<file path="src/rtl/acc_cpu_pkg.sv">
package acc_cpu_pkg;

   localparam logic [7:0] OPC_LDA_IMM = 8'h86;
   localparam logic [7:0] OPC_LDA_DIR = 8'h96;
   localparam logic [7:0] OPC_LDA_EXT = 8'hB6;
   localparam logic [7:0] OPC_LDB_IMM = 8'hC6;
   localparam logic [7:0] OPC_LDB_DIR = 8'hD6;
   localparam logic [7:0] OPC_ADA_IMM = 8'h8B;
   localparam logic [7:0] OPC_ADA_DIR = 8'h9B;
   localparam logic [7:0] OPC_ADA_EXT = 8'hBB;
   localparam logic [7:0] OPC_STA_DIR = 8'h5A;
   localparam logic [7:0] OPC_STA_EXT = 8'h7A;
   localparam logic [7:0] OPC_INC_A   = 8'h42;
   localparam logic [7:0] OPC_SHL_A   = 8'h48;
   localparam logic [7:0] OPC_SHR_B   = 8'h54;
   localparam logic [7:0] OPC_INC_Y   = 8'h02;
   localparam logic [7:0] OPC_PREFIX  = 8'h18;
   localparam logic [7:0] OPC_P_ADDAB = 8'h06;

   typedef enum logic [2:0] {
      K_LD, K_ADD, K_ST, K_INCA, K_SHLA, K_SHRB, K_INCY, K_ADDAB
   } op_kind_t;

   typedef enum logic [2:0] {
      M_INH, M_IMM, M_DIR, M_EXT, M_PRE
   } op_mode_t;

   typedef struct packed {
      logic     legal;
      op_kind_t kind;
      op_mode_t mode;
      logic     to_b;
   } op_info_t;

   typedef enum logic [2:0] {
      S_FETCH, S_PRE, S_ADH, S_ADL, S_OPND, S_EXEC, S_WRITE, S_HALT
   } cpu_state_t;

endpackage

</file>
<file path="src/rtl/acc_cpu_decode.sv">
module acc_cpu_decode
   import acc_cpu_pkg::*;
(
   input  logic [7:0] opc,
   output op_info_t   info
);
   always_comb begin
      info       = '0;
      info.legal = 1'b1;
      case (opc)
         OPC_LDA_IMM: begin info.kind = K_LD;    info.mode = M_IMM; end
         OPC_LDA_DIR: begin info.kind = K_LD;    info.mode = M_DIR; end
         OPC_LDA_EXT: begin info.kind = K_LD;    info.mode = M_EXT; end
         OPC_LDB_IMM: begin info.kind = K_LD;    info.mode = M_IMM; info.to_b = 1'b1; end
         OPC_LDB_DIR: begin info.kind = K_LD;    info.mode = M_DIR; info.to_b = 1'b1; end
         OPC_ADA_IMM: begin info.kind = K_ADD;   info.mode = M_IMM; end
         OPC_ADA_DIR: begin info.kind = K_ADD;   info.mode = M_DIR; end
         OPC_ADA_EXT: begin info.kind = K_ADD;   info.mode = M_EXT; end
         OPC_STA_DIR: begin info.kind = K_ST;    info.mode = M_DIR; end
         OPC_STA_EXT: begin info.kind = K_ST;    info.mode = M_EXT; end
         OPC_INC_A:   begin info.kind = K_INCA;  info.mode = M_INH; end
         OPC_SHL_A:   begin info.kind = K_SHLA;  info.mode = M_INH; end
         OPC_SHR_B:   begin info.kind = K_SHRB;  info.mode = M_INH; end
         OPC_INC_Y:   begin info.kind = K_INCY;  info.mode = M_INH; end
         OPC_PREFIX:  begin info.kind = K_ADDAB; info.mode = M_PRE; end
         default:     info.legal = 1'b0;
      endcase
   end
endmodule

</file>
<file path="src/rtl/acc_cpu_alu.sv">
module acc_cpu_alu
   import acc_cpu_pkg::*;
#(
   parameter int DW = 8,
   parameter int YW = 16
)(
   input  op_kind_t        kind,
   input  logic            to_b,
   input  logic [DW-1:0]   a,
   input  logic [DW-1:0]   b,
   input  logic [YW-1:0]   y,
   input  logic [DW-1:0]   opnd,
   output logic [DW-1:0]   a_n,
   output logic [DW-1:0]   b_n,
   output logic [YW-1:0]   y_n
);
   localparam logic [DW-1:0] ONE_D = DW'(1);
   localparam logic [YW-1:0] ONE_Y = YW'(1);

   always_comb begin
      a_n = a;
      b_n = b;
      y_n = y;
      case (kind)
         K_LD:    if (to_b) b_n = opnd; else a_n = opnd;
         K_ADD:   a_n = a + opnd;
         K_INCA:  a_n = a + ONE_D;
         K_SHLA:  a_n = {a[DW-2:0], 1'b0};
         K_SHRB:  b_n = {1'b0, b[DW-1:1]};
         K_INCY:  y_n = y + ONE_Y;
         K_ADDAB: a_n = a + b;
         default: ;
      endcase
   end
endmodule

</file>
<file path="src/rtl/acc_cpu.sv">
module acc_cpu
   import acc_cpu_pkg::*;
#(
   parameter int              DATA_W   = 8,
   parameter int              ADDR_W   = 16,
   parameter logic [15:0]     START_PC = 16'hC000
)(
   input  logic              clk,
   input  logic              rst_n,
   output logic [ADDR_W-1:0] bus_addr,
   output logic              bus_rd,
   output logic              bus_wr,
   output logic [DATA_W-1:0] bus_wdata,
   input  logic [DATA_W-1:0] bus_rdata,
   output logic              bus_sync,
   output logic [DATA_W-1:0] reg_a,
   output logic [DATA_W-1:0] reg_b,
   output logic [ADDR_W-1:0] reg_y,
   output logic              illegal
);
   localparam int              HALF_W  = ADDR_W / 2;
   localparam logic [HALF_W-1:0] ZP_PAGE = '0;
   localparam logic [ADDR_W-1:0] PC_RST  = ADDR_W'(START_PC);
   localparam logic [ADDR_W-1:0] PC_ONE  = ADDR_W'(1);

   generate
      if (DATA_W != 8) begin : g_bad_dw
         $error("acc_cpu: opcodes are bytes, DATA_W must be 8");
      end
      if (ADDR_W != 2 * DATA_W) begin : g_bad_aw
         $error("acc_cpu: ADDR_W must hold exactly two data bytes");
      end
   endgenerate

   cpu_state_t        st;
   op_info_t          cur;
   op_info_t          dec;
   logic [ADDR_W-1:0] pc;
   logic [HALF_W-1:0] ea_hi, ea_lo;
   logic [DATA_W-1:0] a_q, b_q, a_n, b_n;
   logic [ADDR_W-1:0] y_q, y_n;
   logic              ill_q;
   logic              do_exec;

   acc_cpu_decode u_dec (
      .opc  (bus_rdata),
      .info (dec)
   );

   acc_cpu_alu #(.DW(DATA_W), .YW(ADDR_W)) u_alu (
      .kind (cur.kind),
      .to_b (cur.to_b),
      .a    (a_q),
      .b    (b_q),
      .y    (y_q),
      .opnd (bus_rdata),
      .a_n  (a_n),
      .b_n  (b_n),
      .y_n  (y_n)
   );

   // bus drive per state
   always_comb begin
      bus_addr = pc;
      bus_rd   = 1'b0;
      bus_wr   = 1'b0;
      case (st)
         S_FETCH, S_PRE, S_ADH, S_ADL: bus_rd = 1'b1;
         S_OPND: begin
            bus_rd   = 1'b1;
            bus_addr = (cur.mode == M_IMM) ? pc : {ea_hi, ea_lo};
         end
         S_WRITE: begin
            bus_wr   = 1'b1;
            bus_addr = {ea_hi, ea_lo};
         end
         default: ;
      endcase
   end

   assign bus_wdata = a_q;
   assign bus_sync  = (st == S_FETCH);
   assign do_exec   = (st == S_OPND) || (st == S_EXEC);

   // sequencer
   always_ff @(posedge clk or negedge rst_n) begin
      if (!rst_n) begin
         st    <= S_FETCH;
         pc    <= PC_RST;
         cur   <= '0;
         ea_hi <= '0;
         ea_lo <= '0;
         ill_q <= 1'b0;
      end else begin
         case (st)
            S_FETCH: begin
               pc    <= pc + PC_ONE;
               ea_hi <= ZP_PAGE;
               cur   <= dec;
               if (!dec.legal) begin
                  st    <= S_HALT;
                  ill_q <= 1'b1;
               end else begin
                  case (dec.mode)
                     M_INH:   st <= S_EXEC;
                     M_PRE:   st <= S_PRE;
                     M_IMM:   st <= S_OPND;
                     M_DIR:   st <= S_ADL;
                     default: st <= S_ADH;
                  endcase
               end
            end
            S_PRE: begin
               pc <= pc + PC_ONE;
               if (bus_rdata == OPC_P_ADDAB) begin
                  cur.kind <= K_ADDAB;
                  cur.mode <= M_INH;
                  st       <= S_EXEC;
               end else begin
                  st    <= S_HALT;
                  ill_q <= 1'b1;
               end
            end
            S_ADH: begin
               pc    <= pc + PC_ONE;
               ea_hi <= bus_rdata;
               st    <= S_ADL;
            end
            S_ADL: begin
               pc    <= pc + PC_ONE;
               ea_lo <= bus_rdata;
               st    <= (cur.kind == K_ST) ? S_WRITE : S_OPND;
            end
            S_OPND: begin
               if (cur.mode == M_IMM) pc <= pc + PC_ONE;
               st <= S_FETCH;
            end
            S_EXEC:  st <= S_FETCH;
            S_WRITE: st <= S_FETCH;
            default: st <= S_HALT;
         endcase
      end
   end

   // architectural registers
   always_ff @(posedge clk or negedge rst_n) begin
      if (!rst_n) begin
         a_q <= '0;
         b_q <= '0;
         y_q <= '0;
      end else if (do_exec) begin
         a_q <= a_n;
         b_q <= b_n;
         y_q <= y_n;
      end
   end

   assign reg_a   = a_q;
   assign reg_b   = b_q;
   assign reg_y   = y_q;
   assign illegal = ill_q;

endmodule

</file>
<file path="config.mk">
export PLATFORM = sky130hd
export DESIGN_NAME = acc_cpu
export DESIGN_NICKNAME = d
export VERILOG_FILES = /design/src/rtl/acc_cpu_pkg.sv /design/src/rtl/acc_cpu_decode.sv /design/src/rtl/acc_cpu_alu.sv /design/src/rtl/acc_cpu.sv
export SDC_FILE = /design/constraint.sdc
export NUM_CORES = 1
export LEC_CHECK = 0
export BUFFER_PORTS_ARGS = -buffer_cell sky130_fd_sc_hd__buf_2
export CORE_MARGIN = 3
export CORE_UTILIZATION = 51
export CTS_CLUSTER_DIAMETER = 120
export DETAILED_ROUTE_END_ITERATION = 10
export PLACE_DENSITY = 0.77
export SETUP_SLACK_MARGIN = 0.2
export SKIP_LAST_GASP = 1
export SYNTH_ARGS = -nofsm -noshare
export SYNTH_HDL_FRONTEND = slang
export SYNTH_SLANG_ARGS = --single-unit
</file>
<file path="constraint.sdc">
create_clock -name clk -period 3.1 [get_ports clk]
set_clock_uncertainty 0.15 [all_clocks]
set_input_delay 0.62 -clock clk [delete_from_list [all_inputs] [get_ports clk]]
set_output_delay 0.62 -clock clk [all_outputs]
set_load 0.05 [all_outputs]
</file>
==> summary.md <==
| Metric | Value |
|---|---|
| Outcome | complete, no violations |
| Pin count of the biggest net entering global routing | 51 |
| Num Clock Sinks | 75 |
| Synth Warn # | 0 |
| Pins Over Slew Limit | 0 |
| WP data required | 2.33 ns |
| Placed cell area | 4690 um^2 |
| Post-route ant nets | 0 |
| RSZ-0062 raised after global routing | no |
| Root Driver | clkbuf_8 |
| Final TNS setup | 0 ns |
| Peak supply drop | 0.0006891 V |
| CTS max path bufs | 2 |
| Total grt overflow | 0 |
| Drt drc | 0 |
| Initial antenna violation count | 0 |
| Pleak | 2.341 nW |
| Starting DRC count in detailed routing | 220 |
| Diode count | 0 |
| Maximum level of the CTS H-tree | 3 |
| DP HPWL | 7.651 mm |
| Worst setup EP type | output port |
| Fmax | 354.1 MHz |
| Syn_nets | 468 |
| DR vias/cell | 5.811 |
| PwrDens | 1156 nW/um^2 |
| Area taken by flip-flops and latches | 1881 um^2 |
| Clk slew on worst S/H paths | 0.08 ns |
| Max-cap violations | 0 |
| Avg Inst Size Synth | 9.476 um^2 |
| Final Net Count | 533 |
| Post-route cell area | 4940 um^2 |
| Port-buffer cells | 69 |
| Post-synth EDFFs | 0 |
| Critical path class | register to output port |
| Routed WL per cell | 17.23 um |
| Fillers | 670 |
| GRT Total Usage | 0.2320 |
| FF+latch count, synth | 75 |
| DRT Wirelength | 10.68 mm |
| Height of the die | 97.24 um |
| I/O pins | 70 |
| Initial Utilization | 0.5382 |
| Synthesized cell area | 4245 um^2 |
| First-pass detailed-route iteration total | 5 |
| Sequential area share after synthesis | 0.4427 |
| Top_reg_cell synth | dfrtp_1 |
| Die width | 97.24 um |
| # rows | 32 |
| Total number of vias | 3603 |
| Final hold vios | 0 |
| CTS tree | yes |
| Die Area | 9455 um^2 |
| First-pass GRT wire length | 17.80 mm |
| Synth cell types | 63 |
| TritonCTS buffer count | 9 |
| Class of the worst hold path | input port to asynchronous set/reset pin |
| Critical path launch point type | register |
| Layout cells sized above 1 | 0.2664 |
| Measured slew at the worst slew-check pin | 0.8496 ns |
| Placer Congestion | 0.9204 |
| Final Cycle Share | 0.9109 |
| Core Region | 7888 um^2 |
| Vias in the first global route | 3562 |
| Minimum clock period | 2.824 ns |
| Internal reg-to-reg setup slack | 0.34 ns |
| Crit path DAT | 2.05 ns |
| Skew-Pair Late Insertion Delay | 0.35 ns |
| Synth async-reset ratio | 1.000 |
| Area grow syn2layout | 16.36% |
| Setup Viol. Count Final | 0 |
| Relative max-transition margin | 0.4305 |
| Cell count after synthesis | 448 |
| Area of the multi-input gates | 2181 um^2 |
| CP Max Fanout | 16 |
## report_power, final
| group | switching, mW | total, mW | internal, mW |
|---|---|---|---|
| sequential | 0.367 | 1.66 | 1.29 |
| combinational | 2.21 | 3.26 | 1.05 |
| clock | 0.395 | 0.795 | 0.401 |
## cells in the final DEF (no fill, tap or decap), types with 9 or more instances in the layout
master / n
o21ai_0: 20
nor2_1: 23
nand4_1: 9
clkbuf_8: 10
dfrtp_1: 72
ha_1: 9
xor2_1: 10
xnor2_1: 25
nor3_1: 12
buf_2: 66
buf_4: 19
a21oi_1: 25
mux2_2: 17
nand3_1: 13
nand2_1: 67
## routing by layer
| metal | track usage | share of wire | vias up |
|---|---|---|---|
| met1 | 0.3114 | 0.43 | 1743 |
| met4 | 0.06922 | 0.015 | 0 |
| met5 | 0 | 0 | - |
| met3 | 0.05097 | 0.071 | 13 |
| met2 | 0.3785 | 0.48 | 146 |
| li1 | - | - | 1701 |
## through the flow
stage	hold slack (ns)	util	worst slack (ns)	cells	power [mW]
floorplan	0.1744	-	0.2115	448	4.136
global placement	0.3085	0.5945	0.2214	602	4.778
detailed placement	0.3120	0.5945	0.1606	602	4.844
CTS	0.1272	0.6218	0.1982	618	5.665
global route	0.1516	0.6263	0.2119	620	6.060
finish	0.1204	0.6263	0.2763	620	5.711
## kinds of logic (layout without fill, tap and decap cells)
family          after synthesis  after routing  synth area share
compound gates               86             86            0.1312
xor+xnor                     35             35           0.07221
fa+ha+maj                    10             10           0.03124
buf+inv                      43            113           0.04686
flops                        75             75            0.4427
mux                          30             30           0.07751
simple gates                169            169            0.1984
## cells in the mapped netlist, drive strengths merged, types with 6 or more instances
| master | count | area (um^2) |
|---|---|---|
| a21oi | 25 | 125.1 |
| nand4 | 10 | 68.81 |
| xor2 | 10 | 87.58 |
| and3 | 8 | 50.05 |
| dfrtp | 73 | 1827 |
| nor2b | 8 | 50.05 |
| nand3 | 13 | 65.06 |
| nor2 | 25 | 103.9 |
| nand2 | 69 | 261.5 |
| nor3 | 13 | 70.07 |
| clkbuf | 20 | 75.07 |
| xnor2 | 25 | 219.0 |
| mux2 | 23 | 259.0 |
| mux2i | 7 | 70.07 |
| buf | 13 | 86.32 |
| ha | 9 | 112.6 |
| o31ai | 6 | 58.81 |
| inv | 9 | 33.78 |
| o21ai | 25 | 125.1 |
## path summary, 6_finish.rpt
check | startpoint | depth (start not counted) | end
worst max register to register | cur[6] | 10 | bus_wdata[7]
max in group asynchronous | rst_n | 2 | bus_wdata[5]
min in group clk | reg_y[15] | 1 | reg_y[15]
worst min register to register | reg_y[15] | 1 | reg_y[15]
worst min-delay path | rst_n | 1 | pc[13]
worst max-delay path | cur[2] | 5 | bus_addr[0]
## layout make-up
type / count / area share
clock inverter: 6 / 0.01444
clock buffer: 10 / 0.02786
timing repair buffer: 87 / 0.1021
tap: 102 / 0.02584
inverter: 10 / 0.007599
sequential: 75 / 0.3807
multi-input combinational: 330 / 0.4415
## critical path, stage by stage (launching register included)
cell and delay, ns:
dfrtp_1 0.38, or3b_4 0.43, o21a_1 0.20, buf_6 0.16
mux2_1 0.34, buf_4 0.20
## registers in the layout (all words and copies together) (netlist names)
signal     cells
st             3
bus_wdata      8
ea_lo          8
reg_y         16
ea_hi          8
pc            16
reg_b          8
illegal        1
cur            7
## timing repair
item                       4_1_cts  5_1_grt
pin swaps                        0        0
gates resized for setup          3        8
gates cloned                     0        0
hold buffers                     0        0
buffers inserted                 0        2
setup endpoints to repair        3       17
Power figures use the tool's default switching activity.
